--- config.mk ---
export PLATFORM = sky130hd
export DESIGN_NAME = rtc_alarm_match
export DESIGN_NICKNAME = d
export VERILOG_FILES = /design/src/rtl/rtc_alarm_pkg.sv /design/src/rtl/alarm_regfile.sv /design/src/rtl/alarm_field_cmp.sv /design/src/rtl/alarm_flag_ctrl.sv /design/src/rtl/rtc_alarm_match.sv
export SDC_FILE = /design/constraint.sdc
export NUM_CORES = 1
export LEC_CHECK = 0
export CAP_MARGIN = 10
export CELL_PAD_IN_SITES_DETAIL_PLACEMENT = 0
export CELL_PAD_IN_SITES_GLOBAL_PLACEMENT = 2
export CORE_ASPECT_RATIO = 0.6
export CORE_MARGIN = 1
export CORE_UTILIZATION = 28
export CTS_CLUSTER_SIZE = 10
export DETAILED_ROUTE_END_ITERATION = 7
export PLACE_DENSITY = 0.8
export SLEW_MARGIN = 5
export SYNTH_ARGS = -nofsm -noshare
export SYNTH_HDL_FRONTEND = slang
export SYNTH_SLANG_ARGS = --single-unit
--- constraint.sdc ---
create_clock -name clk -period 1.6 [get_ports clk]
set_clock_uncertainty 0.1 [all_clocks]
set_input_delay 0.16 -clock clk [delete_from_list [all_inputs] [get_ports clk]]
set_output_delay 0.16 -clock clk [all_outputs]
set_load 0.02 [all_outputs]
--- src/rtl/rtc_alarm_pkg.sv ---
package rtc_alarm_pkg;

    localparam int ALM_FIELDS  = 5;
    localparam int ALM_FIELD_W = 8;

    // Flag controller state: latched flag and last-cycle agreement
    typedef struct packed {
        logic af;
        logic prev;
    } alarm_flag_t;

endpackage

--- src/rtl/alarm_regfile.sv ---
module alarm_regfile #(
    parameter int NUM_FIELDS = 5,
    parameter int FIELD_W    = 8,
    parameter int ADDR_W     = 3
) (
    input  logic                          clk,
    input  logic                          rst_n,
    input  logic                          wr_en,
    input  logic                          wr_unlock,
    input  logic [ADDR_W-1:0]             wr_addr,
    input  logic [FIELD_W-1:0]            wr_data,
    output logic [NUM_FIELDS*FIELD_W-1:0] regs_flat
);

    logic [NUM_FIELDS-1:0][FIELD_W-1:0] regs_d, regs_q;
    logic                               wr_ok;

    assign wr_ok = wr_en & wr_unlock;

    always_comb begin
        regs_d = regs_q;
        for (int i = 0; i < NUM_FIELDS; i++) begin
            // out-of-range addresses never compare equal and are dropped
            if (wr_ok && (wr_addr == ADDR_W'(i))) begin
                regs_d[i] = wr_data;
            end
        end
    end

    always_ff @(posedge clk or negedge rst_n) begin
        if (!rst_n) begin
            regs_q <= '0;
        end else begin
            regs_q <= regs_d;
        end
    end

    assign regs_flat = regs_q;

endmodule

--- src/rtl/alarm_field_cmp.sv ---
module alarm_field_cmp #(
    parameter int NUM_FIELDS = 5,
    parameter int FIELD_W    = 8
) (
    input  logic [NUM_FIELDS*FIELD_W-1:0] regs_flat,
    input  logic [NUM_FIELDS*FIELD_W-1:0] cur_time,
    output logic                          match_now
);

    logic [NUM_FIELDS-1:0] field_ok;

    for (genvar g = 0; g < NUM_FIELDS; g++) begin : g_field
        logic [FIELD_W-1:0] alm;
        logic [FIELD_W-1:0] now;
        assign alm = regs_flat[g*FIELD_W +: FIELD_W];
        assign now = cur_time[g*FIELD_W +: FIELD_W];
        // exclude bit forces agreement; otherwise full byte compare
        assign field_ok[g] = alm[FIELD_W-1] | (alm == now);
    end

    assign match_now = &field_ok;

endmodule

--- src/rtl/alarm_flag_ctrl.sv ---
module alarm_flag_ctrl
    import rtc_alarm_pkg::*;
(
    input  logic clk,
    input  logic rst_n,
    input  logic match_now,
    input  logic flags_rd,
    output logic af,
    output logic match_prev
);

    alarm_flag_t st_d, st_q;
    logic        rise;

    always_comb begin
        st_d      = st_q;
        rise      = match_now & ~st_q.prev;
        st_d.prev = match_now;
        if (rise) begin
            st_d.af = 1'b1;          // new agreement beats a read
        end else if (flags_rd) begin
            st_d.af = 1'b0;
        end
    end

    always_ff @(posedge clk or negedge rst_n) begin
        if (!rst_n) begin
            st_q.af   <= 1'b0;
            st_q.prev <= 1'b1;       // no flag for a match present at reset exit
        end else begin
            st_q <= st_d;
        end
    end

    assign af         = st_q.af;
    assign match_prev = st_q.prev;

endmodule

--- src/rtl/rtc_alarm_match.sv ---
module rtc_alarm_match
    import rtc_alarm_pkg::*;
#(
    parameter int    NUM_FIELDS = ALM_FIELDS,
    parameter int    FIELD_W    = ALM_FIELD_W,
    localparam int   ADDR_W     = (NUM_FIELDS > 1) ? $clog2(NUM_FIELDS) : 1,
    localparam int   TIME_W     = NUM_FIELDS * FIELD_W
) (
    input  logic              clk,
    input  logic              rst_n,
    input  logic [TIME_W-1:0] cur_time,
    input  logic              wr_en,
    input  logic              wr_unlock,
    input  logic [ADDR_W-1:0] wr_addr,
    input  logic [FIELD_W-1:0] wr_data,
    input  logic              irq_en,
    input  logic              flags_rd,
    output logic              alarm_flag,
    output logic              alarm_irq
);

    logic [TIME_W-1:0] regs_flat;
    logic              match_now;
    logic              match_prev;

    alarm_regfile #(
        .NUM_FIELDS (NUM_FIELDS),
        .FIELD_W    (FIELD_W),
        .ADDR_W     (ADDR_W)
    ) u_regs (
        .clk       (clk),
        .rst_n     (rst_n),
        .wr_en     (wr_en),
        .wr_unlock (wr_unlock),
        .wr_addr   (wr_addr),
        .wr_data   (wr_data),
        .regs_flat (regs_flat)
    );

    alarm_field_cmp #(
        .NUM_FIELDS (NUM_FIELDS),
        .FIELD_W    (FIELD_W)
    ) u_cmp (
        .regs_flat (regs_flat),
        .cur_time  (cur_time),
        .match_now (match_now)
    );

    alarm_flag_ctrl u_flag (
        .clk        (clk),
        .rst_n      (rst_n),
        .match_now  (match_now),
        .flags_rd   (flags_rd),
        .af         (alarm_flag),
        .match_prev (match_prev)
    );

    assign alarm_irq = alarm_flag & irq_en;

endmodule

[Word-level counts from Yosys, hierarchy flattened]
Index checks and enable logic that the tools add are counted.
Word-level totals
  register bits after elaboration: 42
  input bits: 57
  output and inout port bits: 2
  logic and storage cells: 35
Cells by class
  equality and inequality tests: 9
  multiplexer cells: 2
  bitwise gates (word level): 9
  reduce and logical (&&, ||, !) cells: 8
Operators by type and width (number)
  8-bit equality test: 5
  3-bit by 2-bit equality test with 1-bit output, second input constant: 2
  1-bit logical AND: 5
  1-bit bitwise OR: 5
  5-bit AND reduction: 1
  1-bit AND: 3
  3-bit by 1-bit equality test with 1-bit output, second input constant: 1
  3-bit equality test, second input constant: 1
  3-bit logical NOT: 1
  1-bit 2-to-1 mux: 2
  2-bit nonzero test: 1
  1-bit NOT: 1

[Logic depth before layout (Yosys ltp)]
  depth after elaboration: 5
  mapped depth: 5
  gate-level depth less buffers: 5

[Modules after synthesis]
Synthesis repeated with hierarchy kept, for this count alone.
Second synthesis, totals
  cells, all modules: 147
  area total of the unflattened synthesis: 2084.5 µm²
By module, submodules not included
  alarm_regfile: instances 1, cells each 89, area an instance 1590.3 µm², seq. area each 1001.0 µm²
  alarm_field_cmp: instances 1, cells each 52, area an instance 416.6 µm², seq. area each 0.0 µm²
  alarm_flag_ctrl: instances 1, cells each 5, area an instance 71.3 µm², seq. area each 51.3 µm²
  rtc_alarm_match: instances 1, cells each 1, area an instance 6.3 µm², seq. area each 0.0 µm²

[Least setup slack after synthesis]
Ideal clock, no wire load.
  kind: register to register
  from: reg u_regs.regs_q (netlist bit u_regs.regs_flat[29])
  to: reg, netlist name u_flag.af
  setup time: 95 ps
  data arrival time: 1557 ps
  required time: 1405 ps
  path slack: -152 ps
  cell stages (with the launch flop): 6
  path buffers: 0
  clock period less this slack: 1752 ps
  path through: dfrtp_1 -> xor2_1 -> nor4_1 -> a21oi_1 -> or4_4 -> o32ai_2
On the way
  word-level cells in the longest chain between the ends: 5
  elaborated cells between the ends (all ways): 6
  classes of those cells: 1 x eq/ne; 1 x mux; 2 x bitwise; 2 x reduce/logical
Ends and longest elaborated chain
  start, declared: line alarm_regfile.sv:15  | logic [NUM_FIELDS-1:0][FIELD_W-1:0] regs_d, regs_q;
  start signal, assigned: line alarm_regfile.sv:34  | regs_q <= regs_d;
  8-bit equality test (*): line alarm_field_cmp.sv:18  | assign field_ok[g] = alm[FIELD_W-1] | (alm == now);
  1-bit bitwise OR (*): line alarm_field_cmp.sv:18
  5-bit AND reduction (*): line alarm_field_cmp.sv:21  | assign match_now = &field_ok;
  1-bit AND (*): line alarm_flag_ctrl.sv:17  | rise = match_now & ~st_q.prev;
  1-bit 2-to-1 mux or 2-bit nonzero test (tied branches)
Mark *: on every way between the ends. The rest lies on a longest branch, timed or not.
A chain may end at the register's enable or synchronous reset.

[Final worst setup path]
  from: reg u_regs.regs_q (netlist bit u_regs.regs_flat[8])
  to: reg, netlist name u_flag.af
On the way
  word-level cells in the longest chain between the ends: 5
  elaborated cells between the ends (all ways): 6
  classes of those cells: 1 x eq/ne; 1 x mux; 2 x bitwise; 2 x reduce/logical
Ends and longest elaborated chain (line)
  8-bit equality test (*): alarm_field_cmp.sv:18
  1-bit bitwise OR (*): alarm_field_cmp.sv:18
  5-bit AND reduction (*): alarm_field_cmp.sv:21
  1-bit AND (*): alarm_flag_ctrl.sv:17
  1-bit 2-to-1 mux or 2-bit nonzero test (tied branches)
Marked as above.

==> results by group <==
Outcome
  – Outcome: finished with violations
  – Failing checks: setup timing

Timing
  – Slew HR: 63.3%
  – Setup slack after layout: -0.409 ns
  – Final hold violations: 0
  – Post-route clock period utilization: 126%
  – # setup viols final: 2
  – RSZ-0062 raised after global routing: yes
  – F_max: 0.498 GHz
  – Crit path time final: 2.01 ns
  – Final slew viol count: 0
  – WHS: 0.392 ns
  – Setup TNS: -0.709 ns
  – Worst Tran Pin Value: 0.551 ns

Synthesis
  – Cell count after synthesis: 147
  – Syn Nets: 204
  – Syn_area_per_cell: 13.5 µm²
  – Number of synthesized flops with an enable pin: 0
  – Leading register cell type out of synthesis: dfrtp_1
  – Warnings, synthesis: 0
  – Cell variety after synth: 15
  – Sequential fraction of the synthesis area: 53.2%
  – Post-synth top cells: dfrtp_1 (41), xor2_1 (35), mux2_2 (31)
  – Asr flop ratio synth: 100%
  – Area contributors post-synth: dfrtp_1 (52%), mux2_2 (18%), xor2_1 (15%)
  – Largest area contributor in the netlist: dfrtp_1
  – Yosys reg bits: 42
  – Synth top area share: 51.8%
  – Post-Syn Area: 1980 µm²
  – Most common cell in the netlist: dfrtp_1

Floorplanning
  – Die footprint: 7420 µm²
  – Initial Util: 29.3%
  – Die Width: 111 µm
  – Core region area: 6760 µm²
  – Cell Rows: 23
  – I/O pin cnt: 59
  – Die Y: 67.1 µm

Pwr
  – P_leak: 1.27 nW
  – Peak supply drop: 0.000398 V
  – Cell Pwr Density: 1070 nW/µm²

Min path
  – Hold WC Path Type: in -> async

Critical path
  – Arr. time, crit path: 2.10 ns
  – Reg2reg path depth: 6
  – Worst-path maximum fanout: 2
  – Critical path class: reg -> reg
  – Startpoint Class: register
  – R2R setup slack: -0.41 ns
  – CP Capture Point: u_flag.af
  – CP Capture Type: register
  – RR Endpoint: u_flag.af
  – WP data required: 1.69 ns
  – Worst Setup SP: u_regs.regs_flat[8]
  – Worst R2R Start: u_regs.regs_flat[8]

Clock tree
  – Num Clock Sinks: 42
  – Post-CTS Setup Inserts: 0
  – CTS root buffer: clkbuf_16
  – Number of CTS-inserted buffers: 5
  – Reg clk slew, reported paths: 0.06 ns
  – H-tree depth: 2
  – TritonCTS clock tree: yes
  – CTS max path bufs: 2
  – Clk_lat worst skew: 0.28 ns

Placed design
  – DP Area: 2770 µm²
  – Routability cong.: 0.695
  – Hpwl dp: 3.58 mm
  – Placed insts: 305
  – IO buf count: 58

Finish
  – Multi-input gate area: 957 µm²
  – Layout cells sized above 1: 26.4%
  – P&R area growth vs syn: 49.7%
  – Post-layout util: 43.8%
  – Non-Filler Instances: 314
  – Fillers: 648
  – Fin nets: 283
  – Antenna diodes: 0
  – FF/Latch Area: 1050 µm²
  – Final instance area: 2960 µm²

Global route
  – Initial antenna violation count: 0
  – Total grt overflow: 0
  – Vias in the first global route: 1392
  – GR Util All Layers: 14.3%
  – Pin count of the biggest net entering global routing: 43
  – First-pass GRT wire length: 7.65 mm

Detailed routing
  – Drt first pass iters: 4
  – DRT iter0 DRCs: 32
  – Via density: 4.50
  – Final ANT Viol Nets: 0
  – Detailed Route WL: 4.82 mm
  – Average wire per standard cell: 15.3 µm
  – DRC violations left: 0
  – Routed via count: 1413

Flow run
  – Maximum Capacitance Violations: 0
[what timing repair did]
action | 4_1_cts | 5_1_grt
cloned | 0 | 0
setup endpoints to repair | 3 | 18
gates resized for setup | 5 | 3
hold buffers | 1 | 0
hold endpoints to repair | 41 | 0
pin swaps | 5 | 0
[layer usage]
layer  up-vias  GRT usage [%]  share of wire, %
met5         -              0                 0
met4         0           6.00               1.6
met3         7           4.91               7.3
met2        51           18.3                35
met1       669           21.1                56
li1        686              -                 -
[worst min path at each step]
| stage | start | end | slack [ns] |
|---|---|---|---|
| finish | rst_n | u_regs.regs_flat[5] | 0.39 |
| global route | u_regs.regs_flat[7] | u_regs.regs_flat[7] | 0.42 |
| CTS | flags_rd | u_flag.af | 0.40 |
| detailed placement | rst_n | u_regs.regs_flat[33] | 0.17 |
| global placement | rst_n | u_regs.regs_flat[33] | 0.18 |
| floorplan | rst_n | u_flag.af | -0.24 |
[cells in the final DEF, fill, tap and decap left out, types with 4 or more instances in the layout]
master and count:
clkdlybuf4s50_1 56, dfrtp_1 41, xor2_1 35, mux2_2 31, buf_4 12, mux2_1 9, nor4_1 7, clkbuf_16 5
nor2_1 4, nand2_1 4
[report_power, final]
group / internal, W / leakage, nW / switching, W / total [W]
Sequential: 0.00130 / 0.515 / 0.000161 / 0.00146
Combinational: 0.000435 / 0.685 / 0.000258 / 0.000693
Clock: 0.000622 / 0.0712 / 0.000380 / 0.00100
Total: 0.00236 / 1.27 / 0.000799 / 0.00316
[registers in the layout, indices dropped and copies added, names as in the netlist]
register,cells
u_flag.af,1
u_regs.regs_flat,40
u_flag.match_prev,1
[final cells by class]
class / count / share of cell area [%]
Sequential cell: 42 / 35.5
Multi-Input combinational cell: 104 / 32.3
Timing Repair Buffer: 72 / 23.4
Clock buffer: 8 / 4.94
Tap cell: 87 / 3.67
Inverter: 1 / 0.127
[cells by family (layout without fill, tap and decap cells)]
family                    after synthesis  after routing  share of synthesized area, %
AOI/OAI and AO/OA                       6              6                          2.09
buffers and inverters                   1             81                         0.189
muxes                                  40             40                          22.8
DFF                                    42             42                          53.2
xor gates and xnor gates               35             35                          15.5
and+or+nand+nor                        23             23                          6.32
[per-stage QoR]
stage / total power, W / setup WS (ns)
global placement: 0.00214 / -0.736
detailed placement: 0.00215 / -0.698
global route: 0.00333 / -0.517
floorplan: 0.00182 / -0.151
CTS: 0.00319 / -0.403
finish: 0.00316 / -0.409
[critical path, stage by stage (launching register included)]
cell	delay (ns)
dfrtp_1	0.40
xor2_1	0.16
nor4_2	0.31
buf_4	0.17
a21oi_2	0.04
or4_4	0.53
o32ai_2	0.20
(Power assumes the default switching activity.)
